[src/rtl/uart_flag_pkg.sv]
package uart_flag_pkg;
  localparam int DATA_W = 32;
  localparam int FLAG_W = 16;
  localparam int ADDR_W = 6;

  // Byte offsets decoded by the control module
  localparam int OFS_STATUS = 'h08;
  localparam int OFS_EN_SET = 'h0C;
  localparam int OFS_EN_CLR = 'h10;
  localparam int OFS_MASKED = 'h24;

  // Bit positions of the status word
  localparam int B_RX_WAIT  = 0;
  localparam int B_RX_QUIET = 1;
  localparam int B_TX_SPACE = 2;
  localparam int B_TX_QUIET = 3;
  localparam int B_CTS      = 4;
  localparam int B_CTS_CHG  = 5;
  localparam int B_TX_SHUT  = 6;
  localparam int B_OVERFLOW = 8;
  localparam int B_BREAK    = 10;
  localparam int B_BRK_CHG  = 11;
  localparam int B_START    = 12;
  localparam int B_FRAME    = 13;
  localparam int B_PARITY   = 14;
  localparam int B_NOISE    = 15;

  localparam logic [FLAG_W-1:0] LIVE_MASK   = 16'h045F;
  localparam logic [FLAG_W-1:0] STICKY_MASK = 16'hF920;
  localparam logic [FLAG_W-1:0] IRQ_MASK    = 16'hF965;

  typedef enum logic [1:0] {
    SEL_NONE,
    SEL_STATUS,
    SEL_ENABLE,
    SEL_MASKED
  } rdSel_e;

  typedef struct packed {
    logic   clearFlags;
    logic   enableSet;
    logic   enableClear;
    rdSel_e rdSel;
  } ctrlStrobe_t;
endpackage

[src/rtl/uart_flag_ctrl.sv]
module uart_flag_ctrl
  import uart_flag_pkg::*;
#(
  parameter int AW = ADDR_W
) (
  input  logic [AW-1:0] busAddr,
  input  logic          busWrEn,
  output ctrlStrobe_t   strobe
);
  localparam logic [AW-1:0] A_STATUS = AW'(OFS_STATUS);
  localparam logic [AW-1:0] A_EN_SET = AW'(OFS_EN_SET);
  localparam logic [AW-1:0] A_EN_CLR = AW'(OFS_EN_CLR);
  localparam logic [AW-1:0] A_MASKED = AW'(OFS_MASKED);

  always_comb begin
    strobe             = '0;
    strobe.rdSel       = SEL_NONE;
    strobe.clearFlags  = busWrEn && (busAddr == A_STATUS);
    strobe.enableSet   = busWrEn && (busAddr == A_EN_SET);
    strobe.enableClear = busWrEn && (busAddr == A_EN_CLR);
    unique case (busAddr)
      A_STATUS:           strobe.rdSel = SEL_STATUS;
      A_EN_SET, A_EN_CLR: strobe.rdSel = SEL_ENABLE;
      A_MASKED:           strobe.rdSel = SEL_MASKED;
      default:            strobe.rdSel = SEL_NONE;
    endcase
  end
endmodule

[src/rtl/uart_flag_dp.sv]
module uart_flag_dp
  import uart_flag_pkg::*;
(
  input  logic              clk,
  input  logic              rstN,
  input  ctrlStrobe_t       strobe,
  input  logic [DATA_W-1:0] wrData,
  input  logic              rxDataWaiting,
  input  logic              rxLineQuiet,
  input  logic              txBufSpace,
  input  logic              txLineQuiet,
  input  logic              ctsLevel,
  input  logic              txShutDone,
  input  logic              breakLevel,
  input  logic              evOverflow,
  input  logic              evStartBit,
  input  logic              evFrameErr,
  input  logic              evParityErr,
  input  logic              evNoise,
  output logic [DATA_W-1:0] rdData,
  output logic              irqOut
);
  logic [FLAG_W-1:0] liveVec, setVec, clrVec, stickyQ, enableQ;
  logic [FLAG_W-1:0] statusWord, maskedWord;
  logic ctsPrev, ctsPrimed, brkPrev;

  // Change detection history; the first sample after reset only primes
  always_ff @(posedge clk) begin
    if (!rstN) begin
      ctsPrev   <= 1'b0;
      ctsPrimed <= 1'b0;
      brkPrev   <= 1'b0;
    end else begin
      ctsPrev   <= ctsLevel;
      ctsPrimed <= 1'b1;
      brkPrev   <= breakLevel;
    end
  end

  always_comb begin
    liveVec             = '0;
    liveVec[B_RX_WAIT]  = rxDataWaiting;
    liveVec[B_RX_QUIET] = rxLineQuiet;
    liveVec[B_TX_SPACE] = txBufSpace;
    liveVec[B_TX_QUIET] = txLineQuiet;
    liveVec[B_CTS]      = ctsLevel;
    liveVec[B_TX_SHUT]  = txShutDone;
    liveVec[B_BREAK]    = breakLevel;

    setVec              = '0;
    setVec[B_CTS_CHG]   = ctsPrimed && (ctsLevel != ctsPrev);
    setVec[B_OVERFLOW]  = evOverflow;
    setVec[B_BRK_CHG]   = breakLevel != brkPrev;
    setVec[B_START]     = evStartBit;
    setVec[B_FRAME]     = evFrameErr;
    setVec[B_PARITY]    = evParityErr;
    setVec[B_NOISE]     = evNoise;

    clrVec = strobe.clearFlags ? wrData[FLAG_W-1:0] : '0;
  end

  // One flop per sticky position; other positions are tied low
  for (genvar i = 0; i < FLAG_W; i++) begin : g_flag
    if (STICKY_MASK[i]) begin : g_sticky
      always_ff @(posedge clk) begin
        if (!rstN) stickyQ[i] <= 1'b0;
        else       stickyQ[i] <= (stickyQ[i] && !clrVec[i]) || setVec[i];
      end
    end else begin : g_none
      assign stickyQ[i] = 1'b0;
    end
  end

  always_ff @(posedge clk) begin
    if (!rstN)                   enableQ <= '0;
    else if (strobe.enableSet)   enableQ <= enableQ | (wrData[FLAG_W-1:0] & IRQ_MASK);
    else if (strobe.enableClear) enableQ <= enableQ & ~wrData[FLAG_W-1:0];
  end

  assign statusWord = (liveVec & LIVE_MASK) | stickyQ;
  assign maskedWord = statusWord & enableQ;
  assign irqOut     = |maskedWord;

  always_comb begin
    unique case (strobe.rdSel)
      SEL_STATUS: rdData = DATA_W'(statusWord);
      SEL_ENABLE: rdData = DATA_W'(enableQ);
      SEL_MASKED: rdData = DATA_W'(maskedWord);
      default:    rdData = '0;
    endcase
  end

  // an error pulse shows up after the next edge and is held
  p_error_set_r3: assert property (@(posedge clk) disable iff (!rstN)
    evFrameErr |=> statusWord[B_FRAME]);
  p_sticky_hold_r3: assert property (@(posedge clk) disable iff (!rstN)
    (statusWord[B_OVERFLOW] && !clrVec[B_OVERFLOW]) |=> statusWord[B_OVERFLOW]);
  // a clear-to-send change is captured
  p_cts_change_r4: assert property (@(posedge clk) disable iff (!rstN)
    (ctsPrimed && (ctsLevel != ctsPrev)) |=> statusWord[B_CTS_CHG]);
  // a clearing write without a set removes the flag
  p_clear_r5: assert property (@(posedge clk) disable iff (!rstN)
    (strobe.clearFlags && wrData[B_FRAME] && !evFrameErr) |=> !statusWord[B_FRAME]);
  // set beats clear
  p_set_wins_r6: assert property (@(posedge clk) disable iff (!rstN)
    (evOverflow && clrVec[B_OVERFLOW]) |=> statusWord[B_OVERFLOW]);
  // enable-clear leaves none of the written bits enabled
  p_en_clear_r7: assert property (@(posedge clk) disable iff (!rstN)
    strobe.enableClear |=> ((enableQ & $past(wrData[FLAG_W-1:0])) == '0));
  // an enabled sticky flag raises the interrupt
  p_irq_r9: assert property (@(posedge clk) disable iff (!rstN)
    (|(stickyQ & enableQ)) |-> irqOut);
endmodule

[src/rtl/uart_flag_regs.sv]
module uart_flag_regs
  import uart_flag_pkg::*;
(
  input  logic              clk,
  input  logic              rstN,
  input  logic [ADDR_W-1:0] busAddr,
  input  logic              busWrEn,
  input  logic [DATA_W-1:0] busWrData,
  output logic [DATA_W-1:0] busRdData,
  input  logic              rxDataWaiting,
  input  logic              rxLineQuiet,
  input  logic              txBufSpace,
  input  logic              txLineQuiet,
  input  logic              ctsLevel,
  input  logic              txShutDone,
  input  logic              breakLevel,
  input  logic              evOverflow,
  input  logic              evStartBit,
  input  logic              evFrameErr,
  input  logic              evParityErr,
  input  logic              evNoise,
  output logic              irqOut
);
  ctrlStrobe_t strobe;

  uart_flag_ctrl #(.AW(ADDR_W)) u_ctrl (
    .busAddr (busAddr),
    .busWrEn (busWrEn),
    .strobe  (strobe)
  );

  uart_flag_dp u_dp (
    .clk           (clk),
    .rstN          (rstN),
    .strobe        (strobe),
    .wrData        (busWrData),
    .rxDataWaiting (rxDataWaiting),
    .rxLineQuiet   (rxLineQuiet),
    .txBufSpace    (txBufSpace),
    .txLineQuiet   (txLineQuiet),
    .ctsLevel      (ctsLevel),
    .txShutDone    (txShutDone),
    .breakLevel    (breakLevel),
    .evOverflow    (evOverflow),
    .evStartBit    (evStartBit),
    .evFrameErr    (evFrameErr),
    .evParityErr   (evParityErr),
    .evNoise       (evNoise),
    .rdData        (busRdData),
    .irqOut        (irqOut)
  );

  // reserved upper half never reads non-zero
  p_upper_zero_r10: assert property (@(posedge clk) disable iff (!rstN)
    busRdData[DATA_W-1:16] == '0);
endmodule

[config.mk]
export PLATFORM = sky130hd
export DESIGN_NAME = uart_flag_regs
export DESIGN_NICKNAME = d
export VERILOG_FILES = /design/src/rtl/uart_flag_pkg.sv /design/src/rtl/uart_flag_ctrl.sv /design/src/rtl/uart_flag_dp.sv /design/src/rtl/uart_flag_regs.sv
export SDC_FILE = /design/constraint.sdc
export NUM_CORES = 1
export LEC_CHECK = 0
export ABC_CLOCK_PERIOD_IN_PS = 3300
export BUFFER_PORTS_ARGS = -buffer_cell sky130_fd_sc_hd__buf_2
export CORE_MARGIN = 2
export CORE_UTILIZATION = 47
export CTS_CLUSTER_DIAMETER = 80
export DETAILED_ROUTE_END_ITERATION = 8
export HOLD_SLACK_MARGIN = 0.05
export PLACE_DENSITY = 0.85
export SLEW_MARGIN = 20
export SYNTH_ARGS = -nofsm -noshare
export SYNTH_HDL_FRONTEND = slang
export SYNTH_SLANG_ARGS = --single-unit
[constraint.sdc]
create_clock -name clk -period 3.3 [get_ports clk]
set_clock_uncertainty 0.15 [all_clocks]
set_input_delay 0.165 -clock clk [delete_from_list [all_inputs] [get_ports clk]]
set_output_delay 0.165 -clock clk [all_outputs]
set_load 0.01 [all_outputs]
==> results.py, run 1 <==
metrics = {
    "setup_path": {
        "rrSetupSlack_ns": 1.89,
        "cp_num_buf_inv": 3,
        "crit_arrival_ns": 1.81,
        "worst_path_largest_cell_delay_ns": 0.51,
        "worst_ep_required_time_ns": 2.98,
        "cp-end-kind": "output pin",
        "slowest_stage": "o31a_1",
        "start_kind": "input pin",
        "worstPathMaxFanout": 14,
        "path_common_cell": "buf_2",
        "crit_chain": "buf_2, nor4b_2, buf_4, o31a_1, o221a_1, buf_2",
        "path_class": "in -> out",
        "critPathTopFamily": "compound AO/OA/AOI/OAI gates",
    },
    "timing": {
        "fmax_mhz": 469.9,
        "hold_ws_ns": 0.1529,
        "setup-tns-final_ns": 0,
        "hold_viol": 0,
        "slew_violations": 0,
        "slew_headroom_pct": 59.62,
        "finalCriticalPeriod_ns": 2.128,
        "setup_viol": 0,
        "rsz0062_at_grt": "false",
        "post-route-period-util_pct": 64.49,
        "worst_pin_slew_ns": 0.6012,
        "fin_ws_ns": 1.172,
    },
    "floorplan": {
        "initial_core_util_pct": 49.10,
        "num_rows": 20,
        "die_area_um2": 3657,
        "io_pins": 86,
        "coreArea_um2": 3053,
        "die_width_um": 60.48,
        "die_y_um": 60.48,
    },
    "final_layout": {
        "area_delta_synth_final_pct": 33.64,
        "ff_latch_area_um2": 520.5,
        "final_area_um2": 2003,
        "multi_input_area_um2": 837.1,
        "instances_no_fill": 279,
        "drive_gt1_share_pct": 28.51,
        "fill_cells": 272,
        "diodes": 0,
        "fin_nets": 289,
    },
    "clock_network": {
        "cts.path.max_buffers": 2,
        "cts_tree": "done",
        "clock_latency_ns": 0.32,
        "h-tree-depth": 1,
        "clk_pin_slew_ns": 0.13,
        "cts-root-buf": "clkbuf_4",
        "cts_setup_buffers": 0,
        "cts_hold_buf": 24,
        "cts_sinks": 26,
        "numCtsBuffers": 3,
        "cts_resized": 0,
    },
    "synth": {
        "yosysTopAreaCell": "dfxtp_1",
        "ys_ff_latch": 26,
        "yosysSeqAreaShare_pct": 34.72,
        "synth_warnings": 0,
        "syn_area_um2": 1499,
        "synth_async_sr_flop_share_pct": 0,
        "postSynth.topFlopCell": "dfxtp_1",
        "synth_area_per_cell_um2": 9.196,
        "synth_area_leaders": "dfxtp_1, o221a_1, buf_4, a41oi_1, nand2_1",
        "synth-edff-count": 0,
        "yosysTopAreaCellShare_pct": 34.72,
        "ys_types": 37,
        "syn_inst": 163,
    },
    "power": {
        "p_leak_nw": 0.9592,
        "power_density_nw_per_um2": 296.6,
        "worst_ir_drop_vdd_mv": 0.1938,
    },
    "detailed_routing": {
        "ant_nets": 0,
        "drcViolationCount": 0,
        "wirelength_mm": 3.787,
        "drt-pass1-iter-count": 4,
        "wire_per_inst_um": 13.57,
        "routed_via_density": 5.430,
        "vias": 1515,
        "drt_iter0_drc": 78,
    },
    "grt": {
        "antenna_found_initial": 0,
        "grt_pass1_vias": 1342,
        "track_usage_pct": 21.07,
        "grt-ovfl-total": 0,
        "grt_pass1_wl_mm": 5.858,
        "grt_start_max_net_pins": 28,
    },
    "job": {
        "max-cap-violations": 0,
    },
    "placed_design": {
        "hpwlAfterDp_mm": 2.569,
        "dpl_cell_area_um2": 1727,
        "io_buffers": 53,
        "place_ws_ns": 1.222,
        "placed_cells": 251,
        "place.gp.congestion": 0.7627,
    },
    "min_path": {
        "worstHoldPathType": "in -> reg",
    },
    "run_status": {
        "status": "finished, final reports clean",
    },
}
[layer usage]
layer	track usage, %	share of wire, %	vias up	wire length [µm]
li1	-	-	737	-
met3	3.198	8.4	6	319
met1	27.67	42	690	1591
met2	36.96	48	82	1831
met4	4.348	1.2	0	44
met5	0	0	-	0
[cells by family (layout without fill, tap and decap cells)]
group           after synthesis  after routing  share of synthesized area [%]
other cells                   1             16                         0.2502
buf+inv                      34             91                          13.19
flops                        26             26                          34.72
xor+xnor                      2              2                          1.169
compound gates               63             63                          33.64
simple gates                 37             37                          17.03
[cell usage in the layout, fill, tap and decap left out, drive strengths merged, types with 3 or more instances in the layout]
cell type     n
a21o          8
a21oi         8
a22oi         5
a31oi         5
a41oi         8
buf          56
clkbuf        4
conb         16
dfxtp        26
dlygate4sd3  24
inv           7
nand2        17
nand4         3
o21ai         7
o221a        14
[per-stage QoR]
stage	power [W]	utilization [%]
after detailed placement	0.0004135	56.56
after CTS	0.0005965	65.61
after floorplan	0.0003898	-
final	0.0005942	65.61
after global placement	0.0004116	56.56
after global routing	0.0006207	65.61
[Yosys cell counts (all sizes together) (3+ instances only)]
cell / number
a21o: 8
a21oi: 8
a22oi: 5
a31oi: 5
a41oi: 8
buf: 20
clkbuf: 7
dfxtp: 26
inv: 7
nand2: 17
nand4: 3
o21ai: 7
o221a: 14
[layout make-up]
type / count / share of cell area [%]
Multi-Input combinational cell: 118 / 41.79
Clock buffer: 4 / 1.811
Sequential cell: 26 / 25.98
Timing Repair Buffer: 80 / 26.36
Tap cell: 44 / 2.748
Inverter: 7 / 1.312
[worst register-to-register path, delay by kind of cell (launching register included)]
family          cells  cell delay (ns)
buf+inv             1             0.56
compound gates      2             0.25
flops               1             0.35
[report_power, final]
part	internal, W	leakage, nW	switching [W]
clock network	0.0000675	0.0210	0.0000951
registers	0.000323	0.213	0.00000610
logic	0.0000490	0.726	0.0000534
[path summary, 6_finish.rpt]
kind                         start                to  cells after the start
setup reg to reg  u_dp.stickyQ[14]  u_dp.stickyQ[14]                      3
setup / recovery        busAddr[5]     busRdData[13]                      6
hold reg to reg    u_dp.enableQ[7]   u_dp.enableQ[7]                      2
hold / removal          busAddr[2]  u_dp.stickyQ[11]                      3
Note: power is estimated with default switching activity, not from simulation.
==> inputs of run 2 (changes only) <==
--- a/config.mk
+++ b/config.mk
@@ -5,14 +5,14 @@
 export SDC_FILE = /design/constraint.sdc
 export NUM_CORES = 1
 export LEC_CHECK = 0
-export ABC_CLOCK_PERIOD_IN_PS = 3300
+export ABC_CLOCK_PERIOD_IN_PS = 2160
 export BUFFER_PORTS_ARGS = -buffer_cell sky130_fd_sc_hd__buf_2
 export CORE_MARGIN = 2
-export CORE_UTILIZATION = 47
+export CORE_UTILIZATION = 44
 export CTS_CLUSTER_DIAMETER = 80
 export DETAILED_ROUTE_END_ITERATION = 8
 export HOLD_SLACK_MARGIN = 0.05
-export PLACE_DENSITY = 0.85
+export PLACE_DENSITY = 0.8
 export SLEW_MARGIN = 20
 export SYNTH_ARGS = -nofsm -noshare
 export SYNTH_HDL_FRONTEND = slang
==> constraint.sdc (replaced) <==
create_clock -name clk -period 2.16 [get_ports clk]
set_clock_uncertainty 0.15 [all_clocks]
set_input_delay 0.108 -clock clk [delete_from_list [all_inputs] [get_ports clk]]
set_output_delay 0.108 -clock clk [all_outputs]
set_load 0.01 [all_outputs]
==> results.py, run 2 (same netlist as run 1, synthesis figures left out) <==
metrics = {
    "power": {
        "worst_ir_drop_vdd_mv": 0.4126,
        "p_leak_nw": 0.9835,
        "power_density_nw_per_um2": 491.2,
    },
    "placed_design": {
        "place.gp.congestion": 0.7830,
        "io_buffers": 53,
        "placed_cells": 255,
        "hpwlAfterDp_mm": 2.632,
    },
    "timing": {
        "rsz0062_at_grt": "false",
        "slew_headroom_pct": 29.12,
        "setup_viol": 0,
        "hold_ws_ns": 0.08199,
        "hold_viol": 0,
        "finalCriticalPeriod_ns": 2.037,
        "post-route-period-util_pct": 94.29,
        "slew_violations": 0,
        "setup-tns-final_ns": 0,
        "worst_pin_slew_ns": 1.056,
        "fmax_mhz": 491.0,
    },
    "clock_network": {
        "cts_sinks": 26,
        "cts.path.max_buffers": 2,
        "cts_resized": 0,
        "cts_setup_buffers": 0,
        "cts_hold_buf": 25,
        "h-tree-depth": 1,
        "cts_tree": "done",
        "clock_latency_ns": 0.33,
        "clk_pin_slew_ns": 0.15,
        "cts-root-buf": "clkbuf_4",
        "numCtsBuffers": 3,
    },
    "detailed_routing": {
        "wirelength_mm": 3.914,
        "drt-pass1-iter-count": 4,
        "routed_via_density": 5.335,
        "wire_per_inst_um": 13.78,
        "vias": 1515,
        "drt_iter0_drc": 72,
        "drcViolationCount": 0,
        "ant_nets": 0,
    },
    "job": {
        "max-cap-violations": 0,
    },
    "setup_path": {
        "rrSetupSlack_ns": 0.48,
        "start_kind": "input pin",
        "crit_arrival_ns": 1.78,
        "slowest_stage": "o21ai_1",
        "r2r-end": "u_dp.stickyQ[5]",
        "reg2regPathDepth": 4,
        "worst_path_largest_cell_delay_ns": 0.82,
        "path_common_cell": "buf_2",
        "worst_ep_required_time_ns": 1.90,
        "critPathTopFamily": "compound AO/OA/AOI/OAI gates",
        "cp_num_buf_inv": 2,
        "path_class": "in -> out",
        "cp-end-kind": "output pin",
        "crit_chain": "buf_2, and3b_1, o21ai_1, o221a_1, buf_2",
        "worstPathMaxFanout": 14,
        "worstReg2RegStart": "u_dp.ctsPrev",
    },
    "min_path": {
        "whs_endpoint": "u_dp.stickyQ[11]",
        "hold_start": "busAddr[2]",
        "worstHoldPathType": "in -> reg",
        "min_path_cells": 3,
    },
    "grt": {
        "grt_pass1_vias": 1427,
        "grt_start_max_net_pins": 27,
        "antenna_found_initial": 0,
        "grt_pass1_wl_mm": 6.354,
        "grt-ovfl-total": 0,
        "track_usage_pct": 19.95,
    },
    "run_status": {
        "status": "finished, final reports clean",
    },
    "floorplan": {
        "initial_core_util_pct": 45.28,
        "die_y_um": 62.37,
        "die_width_um": 62.37,
        "io_pins": 86,
        "coreArea_um2": 3311,
        "die_area_um2": 3889,
        "num_rows": 21,
    },
    "final_layout": {
        "drive_gt1_share_pct": 28.99,
        "fin_nets": 292,
        "final_common_cell": "buf_2",
        "mostFrequentLayoutCells": "buf_2, dfxtp_1, dlygate4sd3_1, nand2_1, conb_1",
        "instances_no_fill": 284,
        "final_core_util_pct": 61.83,
        "diodes": 0,
        "area_delta_synth_final_pct": 36.56,
    },
}
==> run 2: cell count changes in the layout (fill, tap and decap cells not counted) <==
cell / previous run / this run
buf_4: 3 / 5
bufinv_16: 0 / 1
clkbuf_8: 1 / 0
dlygate4sd3_1: 24 / 25
==> run 2: stage by stage <==
stage | power, W | instance area [µm²] | setup slack (ns)
finish | 0.001005 | 2047 | 0.1234
global route | 0.001045 | 2047 | 0.01054
CTS | 0.001004 | 2047 | 0.1558
detailed placement | 0.0006330 | 1744 | 0.1678
global placement | 0.0006317 | 1744 | 0.1842
floorplan | 0.0005955 | 1555 | 0.6159
==> run 2: worst max-delay path by stage <==
stage | start | to | slack, ns | depth (start not counted)
final | busAddr[5] | busRdData[0] | 0.12 | 5
after global placement | busAddr[5] | busRdData[13] | 0.18 | 5
after CTS | busAddr[4] | u_dp.stickyQ[5] | 0.16 | 5
after floorplan | busAddr[4] | busRdData[10] | 0.62 | 4
after detailed placement | busAddr[5] | busRdData[11] | 0.17 | 5
after global routing | busAddr[5] | busRdData[0] | 0.01 | 5
==> run 2: routing by layer <==
layer	share of wire, %	wire length [µm]	global-route usage, %
met1	42	1638	23.58
met2	49	1920	36.01
met3	7.9	309	5.435
met4	1.2	46	4.444
met5	0	0	0
==> run 2: power by group <==
part | switching (W) | internal, W
registers | 0.00000954 | 0.000494
clock network | 0.000154 | 0.000188
logic | 0.0000828 | 0.0000779
total | 0.000246 | 0.000759
==> run 2: final cells by class <==
type                       count  area, µm²
clock inverter                 1      30.03
fill                         314       1264
multi-input combinational    118      837.1
clock buffer                   3      22.52
tap                           46      57.56
timing repair buffer          83      553.0
sequential                    26      520.5
inverter                       7      26.28
==> run 2: worst register-to-register path, delay by kind of cell (launching register included) <==
kind	cells	cell delay (ns)
AO/OA/AOI/OAI	1	0.27
buffers and inverters	1	0.59
XOR/XNOR	1	0.19
AND/OR/NAND/NOR	1	0.08
flip-flops	1	0.35
